**src/rtl/intrusion_latch_pkg.sv**
```systemverilog
package intrusion_latch_pkg;
  localparam int unsigned DEF_BATT_W = 10;
  localparam int unsigned DEF_SYNC_N = 2;

  typedef struct packed {
    logic set;
    logic clr;
  } latch_ctl_t;
endpackage

```
**src/rtl/il_sync.sv**
```systemverilog
module il_sync #(
  parameter int unsigned STAGES = 2
) (
  input  logic clk_i,
  input  logic rst_ni,
  input  logic d_i,
  output logic q_o
);
  logic [STAGES-1:0] pipe_q;

  generate
    for (genvar i = 0; i < STAGES; i++) begin : g_stage
      if (i == 0) begin : g_first
        always_ff @(posedge clk_i or negedge rst_ni)
          if (!rst_ni) pipe_q[i] <= 1'b0;
          else         pipe_q[i] <= d_i;
      end else begin : g_next
        always_ff @(posedge clk_i or negedge rst_ni)
          if (!rst_ni) pipe_q[i] <= 1'b0;
          else         pipe_q[i] <= pipe_q[i-1];
      end
    end
  endgenerate

  assign q_o = pipe_q[STAGES-1];
endmodule

```
**src/rtl/il_batt_gate.sv**
```systemverilog
module il_batt_gate #(
  parameter int unsigned BATT_W = 10
) (
  input  logic [BATT_W-1:0] meas_i,
  input  logic [BATT_W-1:0] lim_i,
  output logic              en_o
);
  // inclusive: reading at the limit still monitors
  assign en_o = (meas_i >= lim_i);
endmodule

```
**src/rtl/il_clr_reg.sv**
```systemverilog
module il_clr_reg (
  input  logic clk_i,
  input  logic rst_ni,
  input  logic we_i,
  input  logic d_i,
  output logic q_o
);
  always_ff @(posedge clk_i or negedge rst_ni)
    if (!rst_ni)   q_o <= 1'b0;
    else if (we_i) q_o <= d_i;
endmodule

```
**src/rtl/il_latch_core.sv**
```systemverilog
module il_latch_core
  import intrusion_latch_pkg::*;
(
  input  logic       clk_i,
  input  logic       rst_ni,
  input  latch_ctl_t ctl_i,
  output logic       q_o
);
  always_ff @(posedge clk_i or negedge rst_ni)
    if (!rst_ni)        q_o <= 1'b0;
    else if (ctl_i.clr) q_o <= 1'b0;  // clear dominates
    else if (ctl_i.set) q_o <= 1'b1;
endmodule

```
**src/rtl/intrusion_latch.sv**
```systemverilog
module intrusion_latch
  import intrusion_latch_pkg::*;
#(
  parameter int unsigned BATT_W = DEF_BATT_W,
  parameter int unsigned SYNC_N = DEF_SYNC_N
) (
  input  logic              clk_i,
  input  logic              rst_ni,
  input  logic              tamper_i,
  input  logic              pwr_good_i,
  input  logic [BATT_W-1:0] batt_meas_i,
  input  logic [BATT_W-1:0] batt_lim_i,
  input  logic              cfg_we_i,
  input  logic              cfg_clr_i,
  output logic              status_o,
  output logic              irq_o
);
  logic       tamper_s;
  logic       mon_en;
  logic       clr_q;
  latch_ctl_t ctl;

  il_sync #(.STAGES(SYNC_N)) u_sync (
    .clk_i (clk_i),
    .rst_ni(rst_ni),
    .d_i   (tamper_i),
    .q_o   (tamper_s)
  );

  il_batt_gate #(.BATT_W(BATT_W)) u_batt (
    .meas_i(batt_meas_i),
    .lim_i (batt_lim_i),
    .en_o  (mon_en)
  );

  il_clr_reg u_clr (
    .clk_i (clk_i),
    .rst_ni(rst_ni),
    .we_i  (cfg_we_i),
    .d_i   (cfg_clr_i),
    .q_o   (clr_q)
  );

  assign ctl.set = tamper_s & mon_en;
  assign ctl.clr = clr_q;

  il_latch_core u_core (
    .clk_i (clk_i),
    .rst_ni(rst_ni),
    .ctl_i (ctl),
    .q_o   (status_o)
  );

  // interrupt held back while main power is down
  assign irq_o = status_o & pwr_good_i;
endmodule

```
**config.mk**
```make
export PLATFORM = sky130hd
export DESIGN_NAME = intrusion_latch
export DESIGN_NICKNAME = d
export VERILOG_FILES = /design/src/rtl/intrusion_latch_pkg.sv /design/src/rtl/il_sync.sv /design/src/rtl/il_batt_gate.sv /design/src/rtl/il_clr_reg.sv /design/src/rtl/il_latch_core.sv /design/src/rtl/intrusion_latch.sv
export SDC_FILE = /design/constraint.sdc
export NUM_CORES = 1
export LEC_CHECK = 0
export BUFFER_PORTS_ARGS = -buffer_cell sky130_fd_sc_hd__buf_2
export CELL_PAD_IN_SITES_DETAIL_PLACEMENT = 0
export CELL_PAD_IN_SITES_GLOBAL_PLACEMENT = 2
export CORE_AREA = 3 3 49 51
export CTS_CLUSTER_SIZE = 24
export DETAILED_ROUTE_END_ITERATION = 10
export DIE_AREA = 0 0 52 54
export GPL_ROUTABILITY_DRIVEN = 0
export HOLD_SLACK_MARGIN = 0.06
export MAX_ROUTING_LAYER = met4
export PLACE_DENSITY = 0.69
export SLEW_MARGIN = 5
export SYNTH_ARGS = -nofsm -noshare
export SYNTH_HDL_FRONTEND = slang
export SYNTH_SLANG_ARGS = --single-unit
```
**constraint.sdc**
```tcl
create_clock -name clk_i -period 1.1 [get_ports clk_i]
set_clock_uncertainty 0.1 [all_clocks]
set_input_delay 0.165 -clock clk_i [delete_from_list [all_inputs] [get_ports clk_i]]
set_output_delay 0.165 -clock clk_i [all_outputs]
set_load 0.03 [all_outputs]
```
# == Word level (Yosys, flattened, before mapping) ==
# Index checks and enable logic that the tools add are counted.
# word_totals
regBits,4
out_inout_bits,2
elab_cells,10
# classes
order_cmp,1
n_mux,2
n_bitwise,2
n_reduce_logical,1
# ops
operator,n
$ge A10 B10 Y1,1
$and A1 B1 Y1,2
$mux W1,2
$reduce_bool A2 Y1,1

# == Depth between registers and ports, before layout ==
# Gate-level depths: netlist of the first run.
# logic_depth
depth_word,4
mapped_depth,6

# == Cells and area by module ==
# Synthesis of the first run repeated with hierarchy kept, for this count alone.
# unflattened
cells_unflattened,41
area_unflattened_um2,389.1
# modules_own_cells
module,instances,cells_each,area_per_inst_um2,seq_area_each_um2
il_batt_gate,1,33,251.5,0.0
il_sync,1,2,50.0,50.0
il_clr_reg,1,2,40.0,25.0
il_latch_core,1,2,35.0,25.0
intrusion_latch,1,2,12.5,0.0

# == Worst setup path after synthesis of the first run ==
# No wires, ideal clock.
# synth_path
kind,input -> register
start,input port batt_lim_i[3]
end,register u_core.q_o
setup_time_ns,0.120
t_arrival_ns,1.079
required_time_ns,0.880
path_slack_ns,-0.199
stages,6
cell_sequence,inv_1 > ha_1 > a211o_1 > a21oi_2 > o21ai_1 > a31o_1
# synth_between
elab_chain_len,3
# synth_rtl
element,line_no,rtl
start: declaration,intrusion_latch.sv:12,"input logic [BATT_W-1:0] batt_lim_i,"
$ge A10 B10 Y1,il_batt_gate.sv:9,assign en_o = (meas_i >= lim_i);
$and A1 B1 Y1,intrusion_latch.sv:44,assign ctl.set = tamper_s & mon_en;
$reduce_bool A2 Y1 (no source line),-,
end signal: assignment,il_latch_core.sv:10,if (!rst_ni) q_o <= 1'b0;
end signal: assignment,il_latch_core.sv:11,else if (ctl_i.clr) q_o <= 1'b0;
end signal: assignment,il_latch_core.sv:12,else if (ctl_i.set) q_o <= 1'b1;
end: declaration,il_latch_core.sv:7,output logic q_o
# No other way between the ends.
# A chain may end at the register's enable or synchronous reset.

# == Worst setup path after layout of the first run ==
# Ends and elaborated chain as after synthesis.

==> results of run 1 <==
-- power by group through the flow --
stage | Clock, uW | Combinational [uW] | Sequential (uW)
finish | 176 | 242 | 166
global route | 197 | 272 | 167
CTS | 188 | 242 | 166
detailed placement | 0 | 192 | 170
global placement | 0 | 189 | 171
floorplan | 0 | 96.0 | 181
-- what timing repair did --
action / CTS / global route
pin swaps: 1 / 0
resized for setup: 10 / 2
hold endpoints to repair: 6 / 0
buffers inserted: 1 / 0
setup endpoints to repair: 2 / 3
gates cloned: 0 / 0
hold buffers: 4 / 0
-- per-stage QoR --
| step | utilization, % | hold WS [ps] | setup TNS, ps |
|---|---|---|---|
| final | 35.10 | 170.6 | -82.89 |
| after global routing | 35.10 | 163.3 | -210.2 |
| after CTS | 34.72 | 156.1 | -121.3 |
| after detailed placement | 29.36 | -126.4 | -387.2 |
| after global placement | 29.36 | -126.7 | -352.1 |
| after floorplan | - | -230.6 | -142.6 |
-- cells in the final DEF (no fill, tap or decap), drive strengths merged --
cell type	count
nor2	1
nand2b	1
clkbuf	3
inv	11
o21ai	3
ha	10
o21a	1
dfrtp	4
a21oi	4
nand2	3
nor2b	1
nand4	1
a31o	1
a22o	1
buf	29
dlygate4sd3	4
a211o	1
and2	1
-- worst max-delay path by stage --
stage	to	slack, ps	cells after the start
after CTS	status_o	-40	2
final	u_core.q_o	-30	7
after floorplan	u_core.q_o	-140	6
after global placement	u_core.q_o	-350	7
after detailed placement	u_core.q_o	-390	7
after global routing	u_core.q_o	-90	6
-- final cells by class --
class | instances | area [um^2] | area share (%)
flip-flops and latches | 4 | 100.1 | 14.39
multi-input cells | 29 | 272.8 | 39.21
inverters | 11 | 53.80 | 7.734
clock buffers | 3 | 22.52 | 3.237
repair buffers | 33 | 212.7 | 30.58
well taps | 27 | 33.78 | 4.856
-- routing by layer --
metal	share of wire, %	track usage (%)	vias to the layer above
li1	-	-	220
met1	43	7.389	179
met2	52	10.67	13
met3	4.5	1.662	0
met4	0	5.240	0
met5	0	-	-
-- cells by family (layout without fill, tap and decap cells) --
group           after synthesis  in the layout  share of synthesized area (%)
fa+ha+maj                    10             10                          33.00
compound gates               11             11                          19.14
flops                         4              4                          26.40
buf+inv                      11             47                          10.89
simple gates                  8              8                          10.56
-- sequential cells by signal, indices dropped and copies added, names as in the netlist --
signal and count:
u_sync.q_o 1, u_clr.q_o 1, u_core.q_o 1, u_sync.pipe_q 1
-- worst max-delay path, delay by kind of cell --
| family | cells | cell delay [ps] |
|---|---|---|
| buffers and inverters | 2 | 120 |
| AO/OA/AOI/OAI | 4 | 640 |
| adder cells (fa/ha/maj) | 1 | 220 |
==> impl_metrics.yaml, run 1 <==
run_status:
  status: "complete, but fails checks"
  violations: "setup timing"
floorplanning:
  core.rowCount: 16
  die_w_um: 52
  start_util_pct: 19.13
  core_um2: 1982
  pin_count: 28
  die_area_um2: 2808
  die_h_um: 54
power_and_ir_drop:
  power_frac_clock_pct: 30.2
  p_leak_uw: 0.0003826
  seqPwrFrac_pct: 28.4
  pwr-share-comb_pct: 41.4
  swShare_pct: 28.11
  total_power_uw: 584.0
  power_per_cell_area_nw_per_um2: 839.4
  p_int_uw: 419.8
  ir_drop_mv: 0.6027
  p_switching_uw: 164.2
clocking:
  root_buffer: "clkbuf_4"
  cts_tree: "built"
  clkSlewWorstSetupHoldPaths_ps: 40
  clock_latency_ps: 230
  clock_tree.buffer_depth: 2
  cts_num_sinks: 4
  cts_buffers: 3
  htree_num_levels: 1
drt:
  viasPerCell: 3.850
  drtIter0Drc: 0
  drc: 0
  vias: 412
  routed_wl_um: 891
  wl_per_cell_um: 8.327
  ant_nets: 0
  drt_pass1_iterations: 1
critical_path:
  worstReg2RegEnd: "u_core.q_o"
  crit_type: "primary input to flop"
  crit_arrival_ps: 1140
  cpMaxStageDelayCell: "a211o_1"
  rrSetupSlack_ps: -20
  worstPathRequired_ps: 1110
  r2r-start: "u_core.q_o"
  end_kind: "flop"
  critPathMaxStageDelay_ps: 260
  rr_worst_depth: 3
  crit_fanout: 2
  cp_cell_sequence: "buf_8 -> inv_12 -> ha_4 -> a211o_1 -> a21oi_2 -> o21ai_1 -> a31o_1"
  crit_start: "batt_lim_i[3]"
  critPathLaunchType: "primary input"
sta:
  fmax_mhz: 884.5
  fin_crit_sh_pct: 102.8
  rsz0062_at_grt: "true"
  tightestPinTransition_ps: 120.8
  final-setup-viol-count: 3
  final.setup.worst_slack_ps: -30.59
  hold_viol_final: 0
  drv_slew: 0
  relSlewSlack_pct: 91.86
  min_period_ps: 1131
synth:
  yosys_most_used_dff: "dfrtp_1"
  synth_top_area_share_pct: 33.00
  ys_types: 17
  yosys-top-cells-count: "inv_1 (11), ha_1 (10), dfrtp_1 (4), a21oi_1 (3), nand2_1 (3)"
  synth.most_common_cell: "inv_1"
  syn_area_um2: 379.1
  ys_seq_elements: 4
  synth_nets: 80
  syn_avg_cell_area_um2: 8.616
  seq_area_frac_synth_pct: 26.40
  synth_enable_flop_cells: 0
  synth_area_leaders: "ha_1 (33%), dfrtp_1 (26%), inv_1 (11%), a21oi_1 (4.0%), nand2_1 (3.0%)"
  yosysWarnings: 0
  ys_async_sr_fraction_pct: 100.0
  synthCells: 44
  synth_top_area_cell: "ha_1"
global_route:
  grt_overflow_total: 0
  grt_max_degree: 5
  grt_pass1_vias: 377
  grtUsageTotal_pct: 6.798
  antenna_found_initial: 0
  grt_pass1_wl_mm: 1.373
job:
  drv_cap: 0
layout:
  drive_gt1_share_pct: 48.75
  num_antenna_cells: 0
  instances_no_fill: 107
  nNetsFinal: 118
  syn_to_final_growth_pct: 83.50
  final_area_um2: 695.7
  nFillCells: 209
placed_design:
  pre_cts_slack_ps: -387.2
  dp_cells: 99
  numPortBuffers: 27
  dp_hpwl_um: 776.8
  place_area_um2: 581.8
worst_hold_path:
  hp-class: "primary input to asynchronous set/reset pin"
(Power assumes the default switching activity.)
==> run 2, diff against run 1 <==
PLACE_DENSITY = 0.68   (was 0.69)
SKIP_LAST_GASP = 1   (was default)
SYNTH_HIERARCHICAL = 1   (was default)
==> run 2 against run 1 <==
  * Sequential share of layout area fell by 0.67 points
  * Clock power barely moved
  * Synthesized cell count fell by 6.8%
  * Clock-buffer cell count did not move
  * Total power rose by 1.6%
  * Final area rose by 4.9%
  * Global-route usage rose by 0.12 points
  * Hold slack got worse by 70 ps
  * Routed wire length rose by 1.5%
  * Register-to-register slack improved by 240 ps
  * The run still ends with setup timing left
  * Core utilization rose by 1.7 points
==> impl_metrics.yaml, run 2 <==
run_status:
  status: "complete, but fails checks"
  violations: "setup timing"
drt:
  drc: 0
  vias: 397
  viasPerCell: 3.854
  drtIter0Drc: 2
  wl_per_cell_um: 8.777
  drt_pass1_iterations: 2
  ant_nets: 0
  routed_wl_um: 904
power_and_ir_drop:
  p_leak_uw: 0.0003877
  seqPwrFrac_pct: 27.9
  p_int_uw: 432.1
  pwr-share-comb_pct: 42.6
  p_switching_uw: 161.4
  total_power_uw: 593.5
  swShare_pct: 27.19
  power_per_cell_area_nw_per_um2: 813.6
  ir_drop_mv: 0.9315
  power_frac_clock_pct: 29.4
critical_path:
  crit_type: "primary input to flop"
  end_kind: "flop"
  cp.buffers_inverters: 2
  cp_cell_sequence: "buf_6 -> inv_6 -> ha_4 -> nand2b_4 -> a211oi_4 -> a2bb2oi_2 -> o21ai_1 -> and2_1 -> o21ba_1"
  crit_fanout: 1
  worstReg2RegEnd: "u_core/q_o"
  r2r-start: "u_core/q_o"
  cpMaxStageDelayCell: "a211oi_4"
  rrSetupSlack_ps: 220
  worstPathRequired_ps: 1120
  crit_arrival_ps: 1330
  critPathMaxStageDelay_ps: 200
  rr_worst_depth: 2
  critPathLaunchType: "primary input"
  cpLargestDelayFamily: "compound AO/OA/AOI/OAI gates"
synth:
  synth_nets: 77
  yosys_most_used_dff: "dfrtp_1"
  yosys-top-cells-count: "ha_1 (10), inv_1 (10), dfrtp_1 (4)"
  ys_types: 17
  synth_enable_flop_cells: 0
  synth_top_area_share_pct: 32.15
  seq_area_frac_synth_pct: 25.72
  ys_seq_elements: 4
  synth_top_area_cell: "ha_1"
  syn_avg_cell_area_um2: 9.491
  ys_async_sr_fraction_pct: 100.0
  yosysWarnings: 6
  synthCells: 41
  syn_area_um2: 389.1
  synth_area_leaders: "ha_1 (32%), dfrtp_1 (26%), inv_1 (9.6%), mux2_4 (3.9%), nand2b_4 (3.5%)"
clocking:
  cts_buffers: 3
  clock_tree.buffer_depth: 2
  clock_latency_ps: 230
  cts_tree: "built"
  root_buffer: "clkbuf_4"
  htree_num_levels: 1
  clkSlewWorstSetupHoldPaths_ps: 40
  cts_num_sinks: 4
worst_hold_path:
  holdPathEnd: "u_clr/q_o"
  hp-class: "primary input to flop"
  min_from: "cfg_we_i"
  hold_depth: 2
sta:
  fmax_mhz: 760.7
  hold_viol_final: 0
  setup_tns_ps: -304.0
  min_period_ps: 1315
  relSlewSlack_pct: 88.38
  tightestPinTransition_ps: 173.8
  rsz0062_at_grt: "true"
  drv_slew: 0
  final-setup-viol-count: 3
  fin_crit_sh_pct: 119.5
  final.setup.worst_slack_ps: -214.6
global_route:
  top_usage_layer: "met2"
  grtUsageMet2_pct: 8.996
  use_met3_pct: 3.601
  antenna_found_initial: 0
  grt_pass1_vias: 359
  grt_overflow_total: 0
  grt_max_degree: 5
  grt_pass1_wl_mm: 1.366
  grtUsageTotal_pct: 6.917
  met1_usage_pct: 8.867
placed_design:
  dp_hpwl_um: 758.8
  pre_cts_slack_ps: -533.3
  place_area_um2: 604.3
  numPortBuffers: 27
layout:
  final_common_cell: "buf_2"
  drive_gt1_share_pct: 59.21
  syn_to_final_growth_pct: 87.46
  nNetsFinal: 114
  num_antenna_cells: 0
  final_core_util_pct: 36.81
  layout_common_cells: "buf_2 (23), inv_1 (8), ha_1 (7)"
  final_area_um2: 729.5
floorplanning:
  die_w_um: 52
  die_area_um2: 2808
  core_um2: 1982
  start_util_pct: 19.63
  die_h_um: 54
  pin_count: 28
  core.rowCount: 16
job:
  drv_cap: 0
run 2: worst max-delay path by stage:
stage	startpoint	endpoint	slack [ps]	cells after the start
after CTS	batt_meas_i[0]	u_core/q_o	-270	9
after global routing	batt_lim_i[5]	u_core/q_o	-270	8
after detailed placement	batt_meas_i[0]	u_core/q_o	-530	9
after global placement	batt_meas_i[7]	u_core/q_o	-520	8
final	batt_meas_i[0]	u_core/q_o	-210	9
after floorplan	batt_lim_i[0]	u_core/q_o	-310	7
run 2: kinds of logic after synthesis:
logic type | Yosys count | synth area share (%)
AOI/OAI and AO/OA | 8 | 16.08
adders and majority gates | 10 | 32.15
buffers and inverters | 10 | 9.647
DFF | 4 | 25.72
muxes | 1 | 3.857
and+or+nand+nor | 8 | 12.54
run 2: area by class of cell:
class / count / area (um^2)
Tap cell: 27 / 33.78
Sequential cell: 4 / 100.1
Timing Repair Buffer: 32 / 209.0
Multi-Input combinational cell: 27 / 321.6
Inverter: 10 / 42.54
Clock buffer: 3 / 22.52
Fill cell: 215 / 1252
run 2: per-layer routing:
metal / wire length [um] / part of all wire (%)
met1: 423 / 47
met2: 393 / 43
met3: 87 / 9.6
met4: 0 / 0
met5: 0 / 0
run 2: repair_timing:
item | in CTS | in global routing
hold buffers | 2 | 1
endpoints found under the setup margin | 2 | 3
pin swaps | 6 | 1
buffers inserted | 1 | 0
resized for setup | 6 | 9
endpoints found under the hold margin | 5 | 1
run 2: power groups by stage:
stage          clock, uW  sequential (uW)  combinational, uW
2_1_floorplan          0              175                107
3_3_place_gp           0              168                194
3_5_place_dp           0              168                194
4_1_cts              185              165                218
5_1_grt              200              167                280
6_report             175              166                253
run 2: through the flow:
stage	cells	hold WS, ps
3_3_place_gp	96	-127.3
6_report	103	100.3
2_1_floorplan	41	-230.6
3_5_place_dp	96	-127.6
5_1_grt	103	89.03
4_1_cts	102	60.94
